## config.mk

```make
export PLATFORM = sky130hd
export DESIGN_NAME = booth_seq_mul
export DESIGN_NICKNAME = d
export VERILOG_FILES = /design/src/rtl/booth_mul_pkg.sv /design/src/rtl/booth_recode.sv /design/src/rtl/booth_ppgen.sv /design/src/rtl/booth_exit_chk.sv /design/src/rtl/booth_seq_mul.sv
export SDC_FILE = /design/constraint.sdc
export NUM_CORES = 1
export LEC_CHECK = 0
export BUFFER_PORTS_ARGS = -buffer_cell sky130_fd_sc_hd__buf_2
export CORE_MARGIN = 2
export CORE_UTILIZATION = 55
export CTS_CLUSTER_DIAMETER = 40
export CTS_CLUSTER_SIZE = 10
export DETAILED_ROUTE_END_ITERATION = 7
export HOLD_SLACK_MARGIN = 0.15
export MAX_ROUTING_LAYER = met4
export PLACE_DENSITY = 0.77
export SLEW_MARGIN = 15
export SYNTH_ARGS = -nofsm -noshare
export SYNTH_HDL_FRONTEND = slang
export SYNTH_HIERARCHICAL = 1
export SYNTH_SLANG_ARGS = --single-unit
```

## constraint.sdc

```tcl
create_clock -name clk -period 7.9 [get_ports clk]
set_clock_uncertainty 0.2 [all_clocks]
set_input_delay 0.79 -clock clk [delete_from_list [all_inputs] [get_ports clk]]
set_output_delay 0.79 -clock clk [all_outputs]
set_load 0.005 [all_outputs]
```

## src/rtl/booth_mul_pkg.sv

```systemverilog
package booth_mul_pkg;

  typedef enum logic [2:0] {
    BOP_ZERO = 3'd0,
    BOP_ADD1 = 3'd1,
    BOP_ADD2 = 3'd2,
    BOP_SUB1 = 3'd3,
    BOP_SUB2 = 3'd4
  } booth_op_e;

endpackage

```

## src/rtl/booth_recode.sv

```systemverilog
module booth_recode
  import booth_mul_pkg::*;
(
  input  logic [2:0] grp_i,
  output booth_op_e  op_o
);
  // grp_i = {bit i+1, bit i, bit i-1}
  always_comb begin
    unique case (grp_i)
      3'b001, 3'b010: op_o = BOP_ADD1;
      3'b011:         op_o = BOP_ADD2;
      3'b100:         op_o = BOP_SUB2;
      3'b101, 3'b110: op_o = BOP_SUB1;
      default:        op_o = BOP_ZERO;
    endcase
  end
endmodule

```

## src/rtl/booth_ppgen.sv

```systemverilog
module booth_ppgen
  import booth_mul_pkg::*;
#(
  parameter int WIDTH = 32
) (
  input  booth_op_e        op_i,
  input  logic [WIDTH-1:0] mcand_i,
  output logic [WIDTH-1:0] pp_o
);
  logic [WIDTH-1:0] dbl;
  assign dbl = {mcand_i[WIDTH-2:0], 1'b0};

  always_comb begin
    unique case (op_i)
      BOP_ADD1: pp_o = mcand_i;
      BOP_ADD2: pp_o = dbl;
      BOP_SUB1: pp_o = ~mcand_i + 1'b1;
      BOP_SUB2: pp_o = ~dbl + 1'b1;
      default:  pp_o = '0;
    endcase
  end
endmodule

```

## src/rtl/booth_exit_chk.sv

```systemverilog
module booth_exit_chk #(
  parameter int WIDTH = 32
) (
  input  logic [WIDTH-1:0] rem_i,
  input  logic             carry_i,
  output logic             spent_o
);
  // Remaining groups all recode to zero when the remainder is a pure
  // sign extension of the pending carry bit.
  logic all_zero, all_one;
  assign all_zero = (rem_i == '0);
  assign all_one  = (&rem_i);
  assign spent_o  = (all_zero && !carry_i) || (all_one && carry_i);
endmodule

```

## src/rtl/booth_seq_mul.sv

```systemverilog
module booth_seq_mul
  import booth_mul_pkg::*;
#(
  parameter int WIDTH = 32
) (
  input  logic             clk,
  input  logic             rst,
  input  logic             start_i,
  input  logic             acc_en_i,
  input  logic [WIDTH-1:0] mcand_i,
  input  logic [WIDTH-1:0] mplier_i,
  input  logic [WIDTH-1:0] addend_i,
  output logic [WIDTH-1:0] result_o,
  output logic             busy_o,
  output logic             done_o
);
  localparam int STEPS = WIDTH / 2;
  localparam int CNT_W = $clog2(STEPS + 1);
  localparam logic [CNT_W-1:0] LAST_STEP = CNT_W'(STEPS - 1);

  logic [WIDTH-1:0] acc_q, mcand_q, rem_q;
  logic             carry_q;
  logic [CNT_W-1:0] step_q;

  booth_op_e        op;
  logic [WIDTH-1:0] pp, acc_nxt, rem_nxt;
  logic             carry_nxt, spent, finish;

  booth_recode u_rec (
    .grp_i ({rem_q[1:0], carry_q}),
    .op_o  (op)
  );

  booth_ppgen #(.WIDTH(WIDTH)) u_pp (
    .op_i    (op),
    .mcand_i (mcand_q),
    .pp_o    (pp)
  );

  assign acc_nxt   = acc_q + pp;
  assign rem_nxt   = {{2{rem_q[WIDTH-1]}}, rem_q[WIDTH-1:2]};
  assign carry_nxt = rem_q[1];

  booth_exit_chk #(.WIDTH(WIDTH)) u_exit (
    .rem_i   (rem_nxt),
    .carry_i (carry_nxt),
    .spent_o (spent)
  );

  assign finish = spent || (step_q == LAST_STEP);

  always_ff @(posedge clk) begin
    if (rst) begin
      acc_q    <= '0;
      mcand_q  <= '0;
      rem_q    <= '0;
      carry_q  <= 1'b0;
      step_q   <= '0;
      busy_o   <= 1'b0;
      done_o   <= 1'b0;
      result_o <= '0;
    end else begin
      done_o <= 1'b0;
      if (!busy_o) begin
        if (start_i) begin
          acc_q   <= acc_en_i ? addend_i : '0;
          mcand_q <= mcand_i;
          rem_q   <= mplier_i;
          carry_q <= 1'b0;
          step_q  <= '0;
          busy_o  <= 1'b1;
        end
      end else begin
        acc_q   <= acc_nxt;
        mcand_q <= {mcand_q[WIDTH-3:0], 2'b00};
        rem_q   <= rem_nxt;
        carry_q <= carry_nxt;
        step_q  <= step_q + 1'b1;
        if (finish) begin
          busy_o   <= 1'b0;
          done_o   <= 1'b1;
          result_o <= acc_nxt;
        end
      end
    end
  end
endmodule

```

==> summary.txt, run 1 <==
worst-path cell chain - xor2_2 > buf_4 > a21o_1 > buf_4 > clkinv_1 > nor3_1 > a31oi_1 > o221ai_1 > ha_1 > nand2_1 > o21ai_0 > a221oi_1 > o21ai_0 > nor4b_1 > mux2i_1 > nand2_1
CORE AREA - 17360 sq um
# diodes - 0
CP top delay family - compound AO/OA/AOI/OAI gates
CP peak stage delay - 0.66 ns
# setup viols final - 0
Max Cap Viol - 0
CTS buffer count - 17
Synth async-reset ratio - 0%
sequential share of the synthesized area - 27.77%
largest net degree at the start of global routing - 122
Setup crit end kind - register
Synth Instances - 1315
post-placement cell area - 10450 sq um
Max Clk Rate - 0.1795 GHz
fin crit share - 70.52%
Startpoint Class - register
WP data required - 8.08 ns
chip height - 137.5 microns
Final Util - 63.67%
Yosys top cell area share - 27.77%
post-CTS setup buffer count - 0
EDFF count, synth - 0
Net Count, Synth - 1450
Clock transition at path regs - 0.07 ns
most common cell in the synthesized netlist - nor2_1
Clock Latency Late Sink - 0.44 ns
vias in the first global route - 9146
P per Cell Area - 186.6 nW/um^2
Rel. slew slack - 34.74%
HPWL after detailed placement - 21010 microns
first-pass detailed-route iteration total - 7
initial DRC count - 996
min cycle time layout - 5.571 ns
Finished Cell Area - 11050 sq um
die width - 137.5 microns
H-tree levels - 4
pre-CTS setup slack - 2.481 ns
fillers - 1568
max-slew violation count - 0
VDD IR max - 0.1669 mV
clk buf depth - 2
effective utilization at floorplan - 56.48%
synth top area cells - dfxtp_1, mux2i_1, nor2_1
via count - 10199
WL/cell - 18.78 microns
top_reg_cell synth - dfxtp_1
Worst Tran Pin Value - 0.9779 ns
Synth Cell Area - 9803 sq um
result of the run - finished clean
via density per instance - 6.347
Bufs and invs on worst path - 3
crit-path max FO - 40
Yosys reg bits - 136
post-cts hold buffer count - 0
slowest cell on the critical path - a221oi_1
final hold vios - 0
top post-synthesis cells by count - nor2_1, a21oi_1, dfxtp_1
Netlist cell types - 76
cell row count - 48
post-cts resize count - 0
drt drc - 0
clk root buf - clkbuf_16
Hold Slack - 0.2488 ns
clock sink count - 136
Leak Pwr - 4.689 nW
Overall Global Routing Usage - 32.73%
Final ANT Viol Nets - 0
GRT overflow - 0
port bufs - 133
first-pass GRT wire length - 47290 microns
leading area contributor after synthesis - dfxtp_1
total routed wirelength - 30180 microns
layout cells sized above 1 - 14.76%
routability cong. - 0.9742
Area growth syn-to-layout - 12.72%
crit path kind - reg2reg
antenna violations before repair - 0
syn_area_per_cell - 7.455 sq um
setup TNS - 0 ns
arrival time worst endpoint - 5.75 ns
Top Ports - 134
CTS tree - built
Die Area - 18910 sq um
nets - 1504
worst setup margin - 2.329 ns
worst hold path type - reg2reg
RSZ-0062 raised after global routing - no
YS warnings - 6
==> final timing paths <==
kind	startpoint	end	slack (ns)	depth (start not counted)
max	rem_q[0]	result_o[29]	2.33	16
min	result_o[9]	result_o[9]	0.25	2
max reg2reg	rem_q[0]	result_o[29]	2.33	16
min reg2reg	result_o[9]	result_o[9]	0.25	2
==> per-stage QoR <==
step,total power [mW],std cells
global route,2.142,1607
finish,2.062,1607
CTS,2.057,1607
detailed placement,1.224,1575
global placement,1.220,1575
floorplan,1.099,1315
==> kinds of logic after synthesis <==
group,Yosys count,share of synthesized area [%]
buffers and inverters,132,5.309
DFF,136,27.77
adders and majority gates,35,4.544
and+or+nand+nor,507,24.77
muxes,80,8.194
AOI/OAI and AO/OA,377,25.12
xor gates and xnor gates,48,4.289
==> cell type report <==
cell class / instances / area [sq um] / share of cell area (%)
inverter: 21 / 78.83 / 0.7133
sequential: 136 / 2726 / 24.67
clock buffer: 19 / 432.9 / 3.918
clock inverter: 13 / 167.7 / 1.517
multi-input combinational: 1047 / 6591 / 59.65
timing repair buffer: 146 / 772.0 / 6.986
tap: 225 / 281.5 / 2.548
==> cells in the final DEF, fill, tap and decap left out, drive strengths merged, types with 11 or more instances in the layout <==
master,instances
a211o,12
a211oi,14
a21o,16
a21oi,140
a221oi,15
a22oi,23
a31oi,13
and3,17
buf,146
clkbuf,19
dfxtp,136
ha,34
inv,23
mux2i,78
nand2,106
nand3,33
nand4,28
nor2,190
nor2b,11
nor3,45
nor4,19
o211ai,11
o21ai,54
or3,14
xnor2,21
xor2,27
==> state kept, by name, indices dropped and copies added, names as in the netlist <==
register and count:
busy_o 1, step_q 5, done_o 1, rem_q 32, mcand_q 32, carry_q 1
acc_q 32, result_o 32
==> power by group <==
part	leakage, nW	switching [mW]	internal (mW)
Combinational	3.29	0.286	0.164
Sequential	1.11	0.0507	0.721
Clock	0.289	0.340	0.500
==> worst register-to-register path, delay by kind of cell (launching register included) <==
kind            cells  cell delay [ns]
compound gates      6             1.80
simple gates        4             1.25
buf+inv             3             1.19
flops               1             0.42
fa+ha+maj           1             0.39
xor+xnor            1             0.14
mux                 1             0.12
==> layer usage <==
| metal | part of all wire (%) | vias up | global-route usage, % |
|---|---|---|---|
| met4 | 3.5 | 0 | 13.63 |
| li1 | - | 4951 | - |
| met5 | 0 | - | - |
| met2 | 47 | 413 | 51.33 |
| met3 | 6.7 | 64 | 5.629 |
| met1 | 43 | 4771 | 41.78 |
No activity file was read; power rests on OpenSTA's default activity.
==> run 2, diff against run 1 <==
Clock period 7.9 ns to 5.4 ns, I/O delays scaled along.
==> run 2 against run 1 <==
Compared with the run above: sequential share of layout area down 0.20 points; flip-flop and latch count unchanged; non-clock buffer count up 14.
==> summary.txt, run 2 (synthesis gave the netlist of run 1 again) <==
routability cong. - 0.9845
result of the run - finished clean
clk buf depth - 2
antenna violations before repair - 0
WP data required - 5.48 ns
most frequent cells in the layout - nor2_1, a21oi_1, dfxtp_1, buf_2, nand2_1
first-pass GRT wire length - 48510 microns
total routed wirelength - 30570 microns
VDD IR max - 0.2348 mV
WL/cell - 18.86 microns
reg2reg end - acc_q[31]
Final ANT Viol Nets - 0
Rel. slew slack - 25.82%
pre-CTS setup slack - 0.4684 ns
initial DRC count - 1104
first-pass detailed-route iteration total - 6
clk root buf - clkbuf_16
largest net degree at the start of global routing - 90
drt drc - 0
Max Cap Viol - 0
post-cts hold buffer count - 2
die width - 137.5 microns
vias in the first global route - 9404
register area - 2726 sq um
post-CTS setup buffer count - 0
min cycle time layout - 5.084 ns
hold_sp - addend_i[12]
Startpoint Class - register
port bufs - 133
setup TNS - 0 ns
Clock transition at path regs - 0.07 ns
worst setup margin - 0.3164 ns
Overall Global Routing Usage - 33.19%
RSZ-0062 raised after global routing - no
Worst Tran Pin Value - 1.113 ns
Non-Filler Instances - 1621
effective utilization at floorplan - 56.48%
via density per instance - 6.341
Min-Delay Endpoint - acc_q[12]
clock sink count - 136
R2R setup slack - 0.32 ns
Die Area - 18910 sq um
max-slew violation count - 0
fin crit share - 94.14%
reg2reg path depth - 15
worst hold path type - in2reg
Clock Latency Late Sink - 0.43 ns
arrival time worst endpoint - 5.16 ns
Setup crit end kind - register
layout cells sized above 1 - 15.62%
P per Cell Area - 267.0 nW/um^2
CORE AREA - 17360 sq um
CTS buffer count - 17
Top Ports - 134
crit path kind - reg2reg
H-tree levels - 4
Area growth syn-to-layout - 13.66%
crit-path max FO - 11
HPWL after detailed placement - 21550 microns
hold depth - 3
nets - 1518
CTS tree - built
commonest non-fill, non-tap cell in the layout - nor2_1
placed instance count - 1587
fillers - 1569
cell row count - 48
Critical R2R Launch - mcand_q[0]
# diodes - 0
post-cts resize count - 0
Max Clk Rate - 0.1967 GHz
area occupied by multi-input gates - 6591 sq um
GRT overflow - 0
Leak Pwr - 4.752 nW
via count - 10279
chip height - 137.5 microns
final hold vios - 0
total power - 2.975 mW
# setup viols final - 0
[run 2: changes by cell type in the layout (fill, tap and decap cells not counted), moves of 2 or more]
cell / previous run / this run
buf_4: 14 / 27
bufinv_16: 3 / 1
clkbuf_1: 2 / 0
inv_8: 0 / 2
clkinv_4: 2 / 4
dlygate4sd3_1: 0 / 2
[run 2: how the worst max path moves through the flow]
stage / from / depth (start not counted) / endpoint
after global placement: mcand_q[2] / 12 / acc_q[24]
after detailed placement: mcand_q[0] / 15 / acc_q[31]
after CTS: mcand_q[0] / 15 / acc_q[31]
after floorplan: rem_q[0] / 16 / acc_q[28]
final: mcand_q[0] / 15 / acc_q[31]
after global routing: mcand_q[0] / 15 / acc_q[31]
[run 2: per-stage QoR]
| step | instance area, sq um | util, % | hold WS (ns) |
|---|---|---|---|
| 3_3_place_gp | 10540 | 60.71 | 0.2379 |
| 5_1_grt | 11140 | 64.19 | 0.1611 |
| 3_5_place_dp | 10540 | 60.71 | 0.2436 |
| 4_1_cts | 11140 | 64.19 | 0.1507 |
| 6_report | 11140 | 64.19 | 0.1662 |
| 2_1_floorplan | 9803 | - | 0.2527 |
[run 2: final cells by class]
cell class / instances / share of cell area, %
clock buffer: 17 / 3.818
tap: 225 / 2.527
timing repair buffer: 160 / 7.883
clock inverter: 15 / 1.437
multi-input combinational: 1047 / 59.16
inverter: 21 / 0.7075
sequential: 136 / 24.47
[run 2: critical path, cell delays in order, from the launching register on]
cell	delay (ns)
dfxtp_1	0.35
inv_1	0.11
ha_1	0.29
or4b_1	0.62
nor4_1	0.70
nand3_1	0.18
xor2_1	0.18
a211o_1	0.34
ha_1	0.48
nand2_1	0.15
o21ai_0	0.28
a311oi_1	0.13
o21ai_0	0.51
mux2i_1	0.15
a21oi_1	0.13
o211ai_1	0.12
[run 2: metal layers]
layer | track usage [%] | vias up | share of wire, %
met5 | - | - | 0
met4 | 12.08 | 0 | 2.5
met3 | 4.673 | 63 | 7.1
met2 | 53.87 | 435 | 48
met1 | 42.16 | 4817 | 42
li1 | - | 4964 | -
[run 2: report_power, final]
group          internal, mW  total, mW  switching [mW]
clock network         0.653       1.17           0.521
registers              1.05       1.14          0.0846
logic                 0.249      0.662           0.414
